## src/rtl/burst_gen_pkg.sv

```systemverilog
package burst_gen_pkg;

    localparam int WORD_W = 64;
    localparam int SAMP_W = 32;
    localparam int SEQ_W  = 12;
    localparam int LEN_W  = 16;
    localparam int SID_W  = 32;
    localparam int SEED_W = 16;
    localparam int PAD_W  = SAMP_W - SEQ_W - SEED_W;

    typedef enum logic [1:0] {
        PH_IDLE = 2'd0,
        PH_HDR  = 2'd1,
        PH_TIME = 2'd2,
        PH_PAY  = 2'd3
    } phase_e;

    typedef enum logic {
        MODE_RAMP  = 1'b0,
        MODE_COUNT = 1'b1
    } pay_mode_e;

    typedef struct packed {
        logic             has_time;
        logic             eob;
        logic [SEQ_W-1:0] seq;
        logic [LEN_W-1:0] len_words;
        logic [SID_W-1:0] sid;
    } hdr_t;

    // Zero-length payload requests behave as one word.
    function automatic logic [LEN_W-1:0] clamp_len(input logic [LEN_W-1:0] w);
        return (w == '0) ? LEN_W'(1) : w;
    endfunction

    function automatic logic [LEN_W-1:0] len_field(input logic [LEN_W-1:0] pay,
                                                   input logic ht);
        return pay + LEN_W'(2) + (ht ? LEN_W'(2) : LEN_W'(0));
    endfunction

    function automatic logic [LEN_W-1:0] beat_count(input logic [LEN_W-1:0] pay);
        return {1'b0, pay[LEN_W-1:1]} + {{(LEN_W-1){1'b0}}, pay[0]};
    endfunction

    function automatic logic [WORD_W-1:0] pack_hdr(input hdr_t h);
        return {1'b0, 1'b0, h.has_time, h.eob, h.seq, h.len_words, h.sid};
    endfunction

    function automatic logic [SAMP_W-1:0] count_base(input logic [SEQ_W-1:0] s,
                                                     input logic [SEED_W-1:0] seed);
        return {{PAD_W{1'b0}}, s, seed};
    endfunction

endpackage

```

## src/rtl/burst_hdr_fmt.sv

```systemverilog
module burst_hdr_fmt
    import burst_gen_pkg::*;
(
    input  logic              has_time,
    input  logic              eob,
    input  logic [SEQ_W-1:0]  seq,
    input  logic [LEN_W-1:0]  pay_len,
    input  logic [SID_W-1:0]  sid,
    output logic [WORD_W-1:0] word
);
    hdr_t h;

    always_comb begin
        h.has_time  = has_time;
        h.eob       = eob;
        h.seq       = seq;
        h.len_words = len_field(pay_len, has_time);
        h.sid       = sid;
        word        = pack_hdr(h);
    end
endmodule

```

## src/rtl/burst_sample_ctr.sv

```systemverilog
module burst_sample_ctr
    import burst_gen_pkg::*;
(
    input  logic              clk,
    input  logic              rst,
    input  logic              load,
    input  logic              ld_mode,
    input  logic [SEQ_W-1:0]  ld_seq,
    input  logic [SEED_W-1:0] ld_seed,
    input  logic [LEN_W-1:0]  ld_len,
    input  logic              step,
    input  logic              next_pkt,
    input  logic [SEQ_W-1:0]  next_seq,
    output logic [SAMP_W-1:0] sample
);
    pay_mode_e         mode_q;
    logic [SEED_W-1:0] seed_q;
    logic [LEN_W-1:0]  len_q;
    logic [SAMP_W-1:0] base_q;
    logic [SAMP_W-1:0] n_q;
    logic [SAMP_W-1:0] first_base;
    logic [SAMP_W-1:0] next_base;

    always_comb begin
        first_base = ld_mode ? count_base(ld_seq, ld_seed) : '0;
        if (mode_q == MODE_COUNT)
            next_base = count_base(next_seq, seed_q);
        else
            next_base = base_q + {{(SAMP_W-LEN_W){1'b0}}, len_q};
    end

    always_ff @(posedge clk) begin
        if (rst) begin
            mode_q <= MODE_RAMP;
            seed_q <= '0;
            len_q  <= '0;
            base_q <= '0;
            n_q    <= '0;
        end else if (load) begin
            mode_q <= pay_mode_e'(ld_mode);
            seed_q <= ld_seed;
            len_q  <= ld_len;
            base_q <= first_base;
            n_q    <= first_base;
        end else if (next_pkt) begin
            base_q <= next_base;
            n_q    <= next_base;
        end else if (step) begin
            n_q    <= n_q + SAMP_W'(2);
        end
    end

    assign sample = n_q;
endmodule

```

## src/rtl/burst_seq_fsm.sv

```systemverilog
module burst_seq_fsm
    import burst_gen_pkg::*;
#(
    parameter int CNT_W = 16
) (
    input  logic             clk,
    input  logic             rst,
    input  logic             start,
    input  logic [CNT_W-1:0] cfg_count,
    input  logic [LEN_W-1:0] cfg_len,
    input  logic             cfg_time_en,
    input  logic [SEQ_W-1:0] cfg_seq,
    input  logic             fire,
    output phase_e           phase,
    output logic [SEQ_W-1:0] seq,
    output logic [SEQ_W-1:0] next_seq,
    output logic [LEN_W-1:0] pay_len,
    output logic             has_time,
    output logic             eob,
    output logic             last_beat,
    output logic             load,
    output logic             step,
    output logic             next_pkt,
    output logic             done
);
    phase_e           phase_q;
    logic [CNT_W-1:0] pkts_left_q;
    logic [LEN_W-1:0] beats_left_q;
    logic [SEQ_W-1:0] seq_q;
    logic [LEN_W-1:0] len_q;
    logic             first_q;
    logic             time_en_q;
    logic             done_q;
    logic             accept;
    logic             fire_pay;

    always_comb begin
        accept    = start && (phase_q == PH_IDLE);
        load      = accept && (cfg_count != '0);
        has_time  = first_q && time_en_q;
        eob       = (pkts_left_q == CNT_W'(1));
        last_beat = (phase_q == PH_PAY) && (beats_left_q == LEN_W'(1));
        fire_pay  = fire && (phase_q == PH_PAY);
        step      = fire_pay && !last_beat;
        next_pkt  = fire_pay && last_beat && !eob;
        next_seq  = seq_q + SEQ_W'(1);
    end

    always_ff @(posedge clk) begin
        if (rst) begin
            phase_q      <= PH_IDLE;
            pkts_left_q  <= '0;
            beats_left_q <= '0;
            seq_q        <= '0;
            len_q        <= '0;
            first_q      <= 1'b0;
            time_en_q    <= 1'b0;
            done_q       <= 1'b0;
        end else begin
            done_q <= 1'b0;
            unique case (phase_q)
                PH_IDLE: begin
                    if (accept) begin
                        if (cfg_count == '0) begin
                            done_q <= 1'b1;
                        end else begin
                            phase_q     <= PH_HDR;
                            pkts_left_q <= cfg_count;
                            seq_q       <= cfg_seq;
                            len_q       <= clamp_len(cfg_len);
                            first_q     <= 1'b1;
                            time_en_q   <= cfg_time_en;
                        end
                    end
                end
                PH_HDR: begin
                    if (fire) begin
                        beats_left_q <= beat_count(len_q);
                        phase_q      <= has_time ? PH_TIME : PH_PAY;
                    end
                end
                PH_TIME: begin
                    if (fire) phase_q <= PH_PAY;
                end
                PH_PAY: begin
                    if (fire) begin
                        if (beats_left_q == LEN_W'(1)) begin
                            if (eob) begin
                                phase_q <= PH_IDLE;
                                done_q  <= 1'b1;
                            end else begin
                                pkts_left_q <= pkts_left_q - CNT_W'(1);
                                seq_q       <= next_seq;
                                first_q     <= 1'b0;
                                phase_q     <= PH_HDR;
                            end
                        end else begin
                            beats_left_q <= beats_left_q - LEN_W'(1);
                        end
                    end
                end
                default: phase_q <= PH_IDLE;
            endcase
        end
    end

    assign phase   = phase_q;
    assign seq     = seq_q;
    assign pay_len = len_q;
    assign done    = done_q;
endmodule

```

## src/rtl/burst_stream_gen.sv

```systemverilog
module burst_stream_gen
    import burst_gen_pkg::*;
#(
    parameter int CNT_W = 16
) (
    input  logic             clk,
    input  logic             rst,
    input  logic             start,
    input  logic [CNT_W-1:0] cfg_count,
    input  logic [15:0]      cfg_len,
    input  logic [63:0]      cfg_time,
    input  logic             cfg_time_en,
    input  logic [11:0]      cfg_seq,
    input  logic [31:0]      cfg_sid,
    input  logic             cfg_mode,
    input  logic [15:0]      cfg_seed,
    output logic [63:0]      m_tdata,
    output logic             m_tlast,
    output logic             m_tvalid,
    input  logic             m_tready,
    output logic             busy,
    output logic             done
);
    phase_e            phase;
    logic [SEQ_W-1:0]  seq;
    logic [SEQ_W-1:0]  next_seq;
    logic [LEN_W-1:0]  pay_len;
    logic              has_time;
    logic              eob;
    logic              last_beat;
    logic              load;
    logic              step;
    logic              next_pkt;
    logic              fire;
    logic [SAMP_W-1:0] sample;
    logic [WORD_W-1:0] hdr_word;
    logic [WORD_W-1:0] time_q;
    logic [SID_W-1:0]  sid_q;

    assign m_tvalid = (phase != PH_IDLE);
    assign fire     = m_tvalid && m_tready;
    assign busy     = m_tvalid;
    assign m_tlast  = last_beat;

    burst_seq_fsm #(.CNT_W(CNT_W)) u_fsm (
        .clk        (clk),
        .rst        (rst),
        .start      (start),
        .cfg_count  (cfg_count),
        .cfg_len    (cfg_len),
        .cfg_time_en(cfg_time_en),
        .cfg_seq    (cfg_seq),
        .fire       (fire),
        .phase      (phase),
        .seq        (seq),
        .next_seq   (next_seq),
        .pay_len    (pay_len),
        .has_time   (has_time),
        .eob        (eob),
        .last_beat  (last_beat),
        .load       (load),
        .step       (step),
        .next_pkt   (next_pkt),
        .done       (done)
    );

    burst_sample_ctr u_samp (
        .clk     (clk),
        .rst     (rst),
        .load    (load),
        .ld_mode (cfg_mode),
        .ld_seq  (cfg_seq),
        .ld_seed (cfg_seed),
        .ld_len  (clamp_len(cfg_len)),
        .step    (step),
        .next_pkt(next_pkt),
        .next_seq(next_seq),
        .sample  (sample)
    );

    burst_hdr_fmt u_hdr (
        .has_time(has_time),
        .eob     (eob),
        .seq     (seq),
        .pay_len (pay_len),
        .sid     (sid_q),
        .word    (hdr_word)
    );

    always_ff @(posedge clk) begin
        if (rst) begin
            time_q <= '0;
            sid_q  <= '0;
        end else if (load) begin
            time_q <= cfg_time;
            sid_q  <= cfg_sid;
        end
    end

    always_comb begin
        unique case (phase)
            PH_HDR:  m_tdata = hdr_word;
            PH_TIME: m_tdata = time_q;
            PH_PAY:  m_tdata = {sample, sample + SAMP_W'(1)};
            default: m_tdata = '0;
        endcase
    end
endmodule

```

## config.mk

```make
export PLATFORM = sky130hd
export DESIGN_NAME = burst_stream_gen
export DESIGN_NICKNAME = d
export VERILOG_FILES = /design/src/rtl/burst_gen_pkg.sv /design/src/rtl/burst_hdr_fmt.sv /design/src/rtl/burst_sample_ctr.sv /design/src/rtl/burst_seq_fsm.sv /design/src/rtl/burst_stream_gen.sv
export SDC_FILE = /design/constraint.sdc
export NUM_CORES = 1
export LEC_CHECK = 0
export BUFFER_PORTS_ARGS = -buffer_cell sky130_fd_sc_hd__buf_4
export CAP_MARGIN = 0
export CORE_UTILIZATION = 55
export CTS_CLUSTER_SIZE = 28
export DETAILED_ROUTE_END_ITERATION = 10
export PLACE_DENSITY = 0.75
export RECOVER_POWER = 25
export SETUP_SLACK_MARGIN = 0.5
export SLEW_MARGIN = 20
export SYNTH_ARGS = -nofsm -noshare
export SYNTH_HDL_FRONTEND = slang
export SYNTH_SLANG_ARGS = --single-unit
```

## constraint.sdc

```tcl
create_clock -name clk -period 3.2 [get_ports clk]
set_input_delay 0.32 -clock clk [delete_from_list [all_inputs] [get_ports clk]]
set_output_delay 0.32 -clock clk [all_outputs]
set_load 0.05 [all_outputs]
```

* Yosys cells after proc, flatten, opt, wreduce, memory -nomap -nowiden *
Cells that the tools add are included.

storage, ports and cells
  register bits after elaboration = 258
  output and inout port bits = 68
  word-level logic and storage cells = 109

cells by class
  $add $sub $neg = 9
  equal/unequal tests = 13
  mux-type cells = 47
  bitwise operators = 1
  reduce and logical (&&, ||, !) cells = 24

operators by type and width
  cell                   count
  $mux 32                6
  $pmux 64 s3            1
  $mux 16                9
  $pmux 16 s2            2
  $mux 12                5
  $add 32x1->32 const B  1
  $add 32x16->32         1
  $add 32x2->32 const B  1
  $eq 16x1->1 const B    2
  $logic_not 16->1       2
  $sub 16x1->16 const B  2
  $mux 28                1
  $pmux 12 s2            1
  $add 15x1->16          1
  $add 16x16->16         1
  $add 16x2->16 const B  1
  $reduce_bool 16->1     1
  $mux 2                 7
  $add 12x1->12 const B  1
  $mux 1                 12
  $reduce_and 6->1       2
  $logic_and 1x1->1      9
  $ne 2x1->1 const B     4
  $ne 2x2->1 const B     4
  11 further kinds       17

* Logic depth before layout (Yosys ltp) *
Gate-level depths: netlist of run 1.

  depth after elaboration = 7
  gate-level depth with buffers = 13

* By module *
A second synthesis of run 1 with hierarchy kept.

second synthesis, totals
  cell total of the unflattened synthesis = 2,036
  area, all modules = 16,560.9 um2

by module, submodules not included
  module            instances  cells an instance  area an instance (um2)
  burst_sample_ctr  1          830                6,476.2
  burst_stream_gen  1          579                5,268.8
  burst_seq_fsm     1          537                4,152.7
  burst_hdr_fmt     1          90                 663.1

* Worst setup path after synthesis of run 1 *
Ideal clock, no wire load.

  path type = register -> output
  start point = register u_samp.n_q[1] (netlist: u_samp.sample[1])
  end point = output m_tdata[30]
  arrival time = 2,782 ps
  required time = 2,880 ps
  setup slack = 98 ps
  stages on the path, launching flop included = 9
  buffers on the path = 0
  path through = dfxtp_1 ha_1 nand3_1 nor4_1 nand3_1 nor2b_1 xor2_1 a222oi_1 nor2_1

on the way
  longest elaborated chain between the ends = 2

ends and longest elaborated chain
  item                    RTL line                 text
  from (decl)             burst_sample_ctr.sv:20   logic [SAMP_W-1:0] n_q;
  from (signal assigned)  burst_sample_ctr.sv:44   n_q <= first_base;
  from (signal assigned)  burst_sample_ctr.sv:47   n_q <= next_base;
  from (signal assigned)  burst_sample_ctr.sv:49   n_q <= n_q + SAMP_W'(2);
  $add 32x1->32           burst_stream_gen.sv:104  PH_PAY: m_tdata = {sample, sample + SAMP_W'(1)};
  $pmux 64 s3             burst_stream_gen.sv:101  unique case (phase)
  to (decl)               burst_stream_gen.sv:17   output logic [63:0] m_tdata,

Every way passes these cells.

* Final worst setup path of run 1 *
  start point = register u_samp.n_q[15] (netlist: u_samp.sample[15])
  end point = output m_tdata[23]

Same word-level chain as after synthesis.

==> flow_summary_export.csv, run 1 <==
group,metric,value,unit
run_status,status,"finished with violations",
run_status,violations,"DRC",
power_and_ir_drop,cellPowerDensity,687,mW/mm^2
placed_design,place_hpwl,41100,um
yosys,yosys.area_share.simple,25.2,%
sta,fin_crit_sh,96.4,%
worst_setup_path,crit_type,"reg2out",
yosys,synth-xor-area-share,6.02,%
sta,slew_headroom,23.4,%
die,die_area,0.0279,sq mm
layout,final_cell_mix,"414 x nand2_1, 290 x buf_4, 243 x a21oi_1, 237 x dfxtp_1, 150 x nor2_1",
route,drt_drc_violations_left,8,
power_and_ir_drop,share_seq_of_total_power,31.6,%
power_and_ir_drop,p_clk_share,25.9,%
yosys,syn_inst,2041,
worst_setup_path,required,2880,ps
route,drtIter0Drc,2771,
worst_setup_path,cp-end-kind,"primary output",
clock_tree,cts_sinks,258,
layout,final_common_cell,"nand2_1",
yosys,ys_ff_latch,258,
route,totalWireLength,61400,um
layout,fill_cells,2121,
sta,slew_violations,0,
layout,finalNonFillerCells,2637,
sta,rsz0062_at_grt,"yes",
yosys,synth_top_family_by_area,"compound AO/OA/AOI/OAI gates",
die,ios,230,
clock_tree,root_buffer,"clkbuf_16",
yosys,synth_top_cell_by_area,"dfxtp_1",
placed_design,port_buffers,229,
worst_hold_path,holdCritPathClass,"in2reg",
grt,overflow,0,
worst_setup_path,startpoint_type,"flip-flop",
worst_hold_path,holdCritStartpoint,"cfg_time[61]",
layout,nNetsFinal,2469,
clock_tree,htreeDepth,1,
yosys,netlist_area,0.0150,sq mm
run,maxCapViolCount,0,
sta,max_freq,0.324,GHz
worst_setup_path,rr_worst_depth,10,
route,wl_per_cell,23.3,um
placed_design,dp.cells,2525,
clock_tree,clkTransAtPathRegs,70,ps
die,core_area,0.0269,sq mm
yosys,synth_top_area_share,34.5,%
yosys,ys_seq_area_share,34.5,%
worst_setup_path,crit_fanout,4,
die,num_rows,60,
clock_tree,worstSkewPairLatency,570,ps
die,initial_core_util,55.8,%
route,top_layer,"met5",
sta,tightestPinTransition,1150,ps
power_and_ir_drop,vdd_ir_drop_max,0.627,mV
grt,antenna_found_initial,1,
grt,grt_max_degree,135,
route,met1_length,23200,um
grt,grt_pass1_wl,91000,um
grt,grt_usage,41.4,%
sta,hold_viol_final,0,
sta,tns,0,ps
clock_tree,cts_buffers,28,
clock_tree,cts_tree,"yes",
sta,period_needed,3080,ps
yosys,ys_async_sr_fraction,0,%
power_and_ir_drop,combPwrFrac,42.5,%
worst_hold_path,hold_end,"time_q[61]$_SDFFE_PP0P_",
clock_tree,cts_buffer_depth,3,
yosys,ys_types,74,
layout,antennaDiodeCount,0,
route,dr.pass1.iters,11,
yosys,synthMuxAreaShare,0.960,%
yosys,synthTopCellsByArea,"dfxtp_1 34%, nand2_1 10%, a21oi_1 8.3%",
worst_setup_path,r2r-start,"u_fsm.phase[0]$_SDFFE_PP0P_",
layout,drive_above_1_share,24.9,%
layout,area_delta_synth_final,32.6,%
worst_hold_path,whs_path_depth,3,
die,die_w,167,um
power_and_ir_drop,power,13.7,mW
route,wl_met2,27300,um
route,met3_length,6980,um
power_and_ir_drop,swShare,42.3,%
die,fp.dieH,167,um
route,vias_per_cell,6.65,
yosys,synth_compound_area_share,25.4,%
yosys,avgSynthCellArea,7.34,sq um
power_and_ir_drop,power_switching,5.78,mW
worst_setup_path,r2r_end,"u_fsm.pkts_left_q[1]$_SDFFE_PP0P_",
placed_design,gp_congestion,0.985,
sta,fin_skew,14.0,ps
yosys,synth_ff_type,"dfxtp_1",
route,routed-via-count,17500,
sta,setup-violations-final,0,
worst_setup_path,cp.arrival,2760,ps
grt,grt_pass1_vias,16100,
worst_setup_path,r2r_slack,250,ps
route,ant_nets,0,
yosys,synth_edf_count,0,
power_and_ir_drop,power.internal,7.88,mW
yosys,yosys.area_share.adder,2.81,%
yosys,syn_nets,2236,
power_and_ir_drop,leakagePower,7.60,nW
yosys,ys_warn_count,0,
-- final cells by class --
class                      instances  area [sq um]  share of cell area [%]
multi-input combinational       1584          9920                    49.9
sequential                       258          5210                    26.2
timing repair buffer             375          3220                    16.2
clock buffer                      42           845                    4.25
tap                              341           427                    2.15
clock inverter                    10           150                   0.755
inverter                          27           104                   0.523
-- stage by stage --
stage / util [%] / cell area, sq um / setup WS [ps] / hold WS (ps)
after floorplan: - / 15000 / 493 / 431
after global placement: 64.4 / 17300 / 166 / 437
after detailed placement: 64.4 / 17300 / 112 / 446
after CTS: 72.0 / 19300 / 194 / 0.0930
after global routing: 73.9 / 19900 / 52.7 / 10.1
final: 73.9 / 19900 / 117 / 0.964
-- power groups by stage --
stage / logic [mW] / registers (mW) / clock network (mW)
after global routing: 6.14 / 4.37 / 3.67
after global placement: 5.11 / 4.27 / 0
after CTS: 5.41 / 4.27 / 3.54
after floorplan: 3.50 / 4.12 / 0
after detailed placement: 5.17 / 4.29 / 0
final: 5.80 / 4.32 / 3.54
-- what timing repair did --
item,in CTS,in global routing
gates cloned,1,4
setup endpoints to repair,93,101
gates resized for setup,167,84
pin swaps,68,69
hold buffers,11,0
endpoints found under the hold margin,11,0
setup buffers,21,23
-- flip-flops by register name, summed over array words and instances, names as in the netlist --
signal              count
sid_q                  32
time_q                 64
u_fsm.beats_left_q     16
u_fsm.done              1
u_fsm.first_q           1
u_fsm.pay_len          16
u_fsm.phase             2
u_fsm.pkts_left_q      16
u_fsm.seq              12
u_fsm.time_en_q         1
u_samp.base_q          32
u_samp.len_q           16
u_samp.mode_q           1
u_samp.sample          32
u_samp.seed_q          16
-- worst max path at each step --
stage | end | from | depth (start not counted)
floorplan | m_tdata[15] | u_samp.sample[2]$_SDFFE_PP0P_ | 8
global placement | u_samp.sample[24]$_SDFFE_PP0P_ | u_samp.base_q[0]$_SDFFE_PP0P_ | 9
detailed placement | u_samp.sample[22]$_SDFFE_PP0P_ | u_samp.base_q[0]$_SDFFE_PP0P_ | 9
CTS | m_tdata[31] | u_samp.sample[2]$_SDFFE_PP0P_ | 9
global route | m_tdata[25] | u_samp.sample[15]$_SDFFE_PP0P_ | 9
finish | m_tdata[23] | u_samp.sample[15]$_SDFFE_PP0P_ | 9
-- logic make-up (layout without fill, tap and decap cells) --
logic type	after synthesis	after routing
DFF	258	258
AOI/OAI and AO/OA	585	585
buffers and inverters	200	454
and+or+nand+nor	848	849
adders and majority gates	33	33
xor gates and xnor gates	103	103
muxes	14	14
-- layer usage --
metal / up-vias / global-route usage, %
li1: 7808 / -
met3: 258 / 7.30
met5: - / 1.74
met4: 4 / 22.3
met1: 8272 / 53.1
met2: 1181 / 65.8
-- worst max-delay path, stage by stage (launching register included) --
cell and delay, ps:
dfxtp_4 360, nand4_1 220, nor4_4 420, buf_4 180
nand4_1 130, buf_4 180, xnor2_2 130, a222oi_1 300
nor2_1 100, buf_6 180
-- synth_stat cells, types with 6 or more instances --
cell	count
and3_1	25
a31oi_1	15
a221oi_1	10
nand2b_1	8
or2_2	6
nand3_1	63
a222oi_1	60
a211oi_1	32
dfxtp_1	258
or3_1	14
a22oi_1	42
o211ai_1	14
and2_1	10
and4_1	6
nand4_1	28
nor2b_1	6
nand2_1	416
nor2_1	177
o31ai_1	12
xor2_1	47
a21oi_1	249
xnor2_1	56
o21a_1	8
o21ai_0	61
nor3_1	45
a21o_1	11
ha_1	32
buf_2	14
mux2i_1	11
buf_1	10
inv_1	26
clkbuf_1	148
nor4_1	21
a22o_1	6
o22ai_1	22
No activity file was read; power rests on OpenSTA's default activity.
==> run 2, diff against run 1 <==
- BUFFER_PORTS_ARGS: -buffer_cell sky130_fd_sc_hd__buf_4 -> -buffer_cell sky130_fd_sc_hd__buf_2
==> flow_summary_export.csv, run 2 (synthesized netlist as in run 1, its figures left out) <==
group,metric,value,unit
sta,slew_violations,0,
route,wl_per_cell,22.7,um
placed_design,place_area,0.0167,sq mm
worst_setup_path,cp.arrival,2880,ps
layout,final_common_cell,"nand2_1",
worst_setup_path,startpoint,"u_samp.sample[15]$_SDFFE_PP0P_",
sta,setup-violations-final,0,
sta,whs,-1.73,ps
layout,largest_reg_flops,64,
die,die_area,0.0279,sq mm
clock_tree,cts_tree,"yes",
worst_setup_path,r2r-start,"u_fsm.phase[0]$_SDFFE_PP0P_",
route,vias_per_cell,6.58,
route,ant_nets,0,
clock_tree,htreeDepth,1,
worst_setup_path,crit_type,"reg2out",
power_and_ir_drop,leakagePower,7.52,nW
clock_tree,clkTransAtPathRegs,60,ps
clock_tree,worstSkewPairLatency,560,ps
sta,slew_headroom,32.8,%
route,totalWireLength,60300,um
grt,grt_pass1_vias,15600,
worst_hold_path,holdCritStartpoint,"cfg_time[26]",
sta,fin_skew,12.7,ps
die,num_rows,60,
clock_tree,cts_buffers,29,
run_status,violations,"hold timing",
layout,drive_above_1_share,24.5,%
power_and_ir_drop,vdd_ir_drop_max,0.496,mV
layout,finalNonFillerCells,2657,
sta,hold_viol_final,1,
grt,overflow,0,
sta,max_freq,0.313,GHz
placed_design,place_hpwl,41400,um
layout,final_cell_mix,"411 x nand2_1, 245 x a21oi_1, 231 x dfxtp_1, 188 x buf_2, 155 x nor2_1",
placed_design,port_buffers,229,
layout,top_register,"time_q",
die,initial_core_util,55.8,%
clock_tree,cts_buffer_depth,3,
grt,grt_max_degree,126,
placed_design,gp_congestion,1.00,
sta,fin_crit_sh,100,%
worst_hold_path,holdCritPathClass,"in2reg",
layout,regArea,0.00522,sq mm
layout,nNetsFinal,2488,
route,dr.pass1.iters,9,
sta,rsz0062_at_grt,"yes",
worst_setup_path,crit_fanout,5,
worst_setup_path,cp-end-kind,"primary output",
route,routed-via-count,17500,
placed_design,dp.cells,2519,
worst_setup_path,r2r_slack,230,ps
grt,grt_usage,40.4,%
clock_tree,root_buffer,"clkbuf_16",
die,core_area,0.0269,sq mm
layout,multi_input_area,0.00978,sq mm
power_and_ir_drop,cellPowerDensity,683,mW/mm^2
die,ios,230,
layout,area_delta_synth_final,28.9,%
route,drt_drc_violations_left,0,
sta,period_needed,3200,ps
run,maxCapViolCount,0,
route,drtIter0Drc,2958,
grt,grt_pass1_wl,88700,um
power_and_ir_drop,power,13.2,mW
die,die_w,167,um
worst_setup_path,startpoint_type,"flip-flop",
sta,tightestPinTransition,1010,ps
layout,fill_cells,2195,
worst_setup_path,required,2880,ps
run_status,status,"finished with violations",
grt,antenna_found_initial,2,
layout,final_area,0.0193,sq mm
die,fp.dieH,167,um
clock_tree,cts_sinks,258,
[run 2: worst paths after layout]
path,endpoint,cells past startpoint
max,m_tdata[30],9
min,time_q[26]$_SDFFE_PP0P_,3
max reg2reg,u_samp.sample[23]$_SDFFE_PP0P_,11
min reg2reg,time_q[17]$_SDFFE_PP0P_,2
[run 2: layout make-up]
| class | instances | area share [%] |
|---|---|---|
| flip-flops and latches | 258 | 27.0 |
| diodes | 2 | 0.0259 |
| inverters | 27 | 0.525 |
| clock buffers | 48 | 4.59 |
| repair buffers | 394 | 14.8 |
| clock inverters | 4 | 0.233 |
| well taps | 341 | 2.21 |
| multi-input cells | 1583 | 50.6 |
[run 2: report_power, final]
part           switching [mW]  internal [mW]
sequential              0.574           3.77
clock                    1.37           1.95
combinational            3.69           1.84
total                    5.63           7.56
[run 2: worst max-delay path, stage by stage, from the launching register on]
cell and delay (ps):
dfxtp_4 390, nand4_1 190, buf_4 200, or2_2 290, nor3_1 270, nor2b_2 210, xor2_1 300, a222oi_1 160
nor2_2 100, buf_4 200
[run 2: what timing repair did]
action                                 in CTS  in global routing
setup endpoints to repair                 106                128
endpoints found under the hold margin      22                  1
pin swaps                                  35                 54
buffers inserted                           19                 41
resized for setup                         162                105
hold buffers                               22                  1
gates cloned                                0                  1
[run 2: metal layers]
layer	vias to the layer above	part of all wire, %	global-route usage (%)
met5	-	0	0
met4	0	5.4	20.0
met3	230	12	8.70
met2	1191	44	63.6
met1	8221	39	52.4
li1	7842	-	-
[run 2: through the flow]
step	util [%]	TNS [ps]	setup WS, ps
after global placement	62.1	0	336
after detailed placement	62.1	0	267
after global routing	71.9	-78.0	-78.0
after floorplan	-	0	493
after CTS	69.1	0	117
final	71.9	0	1.41
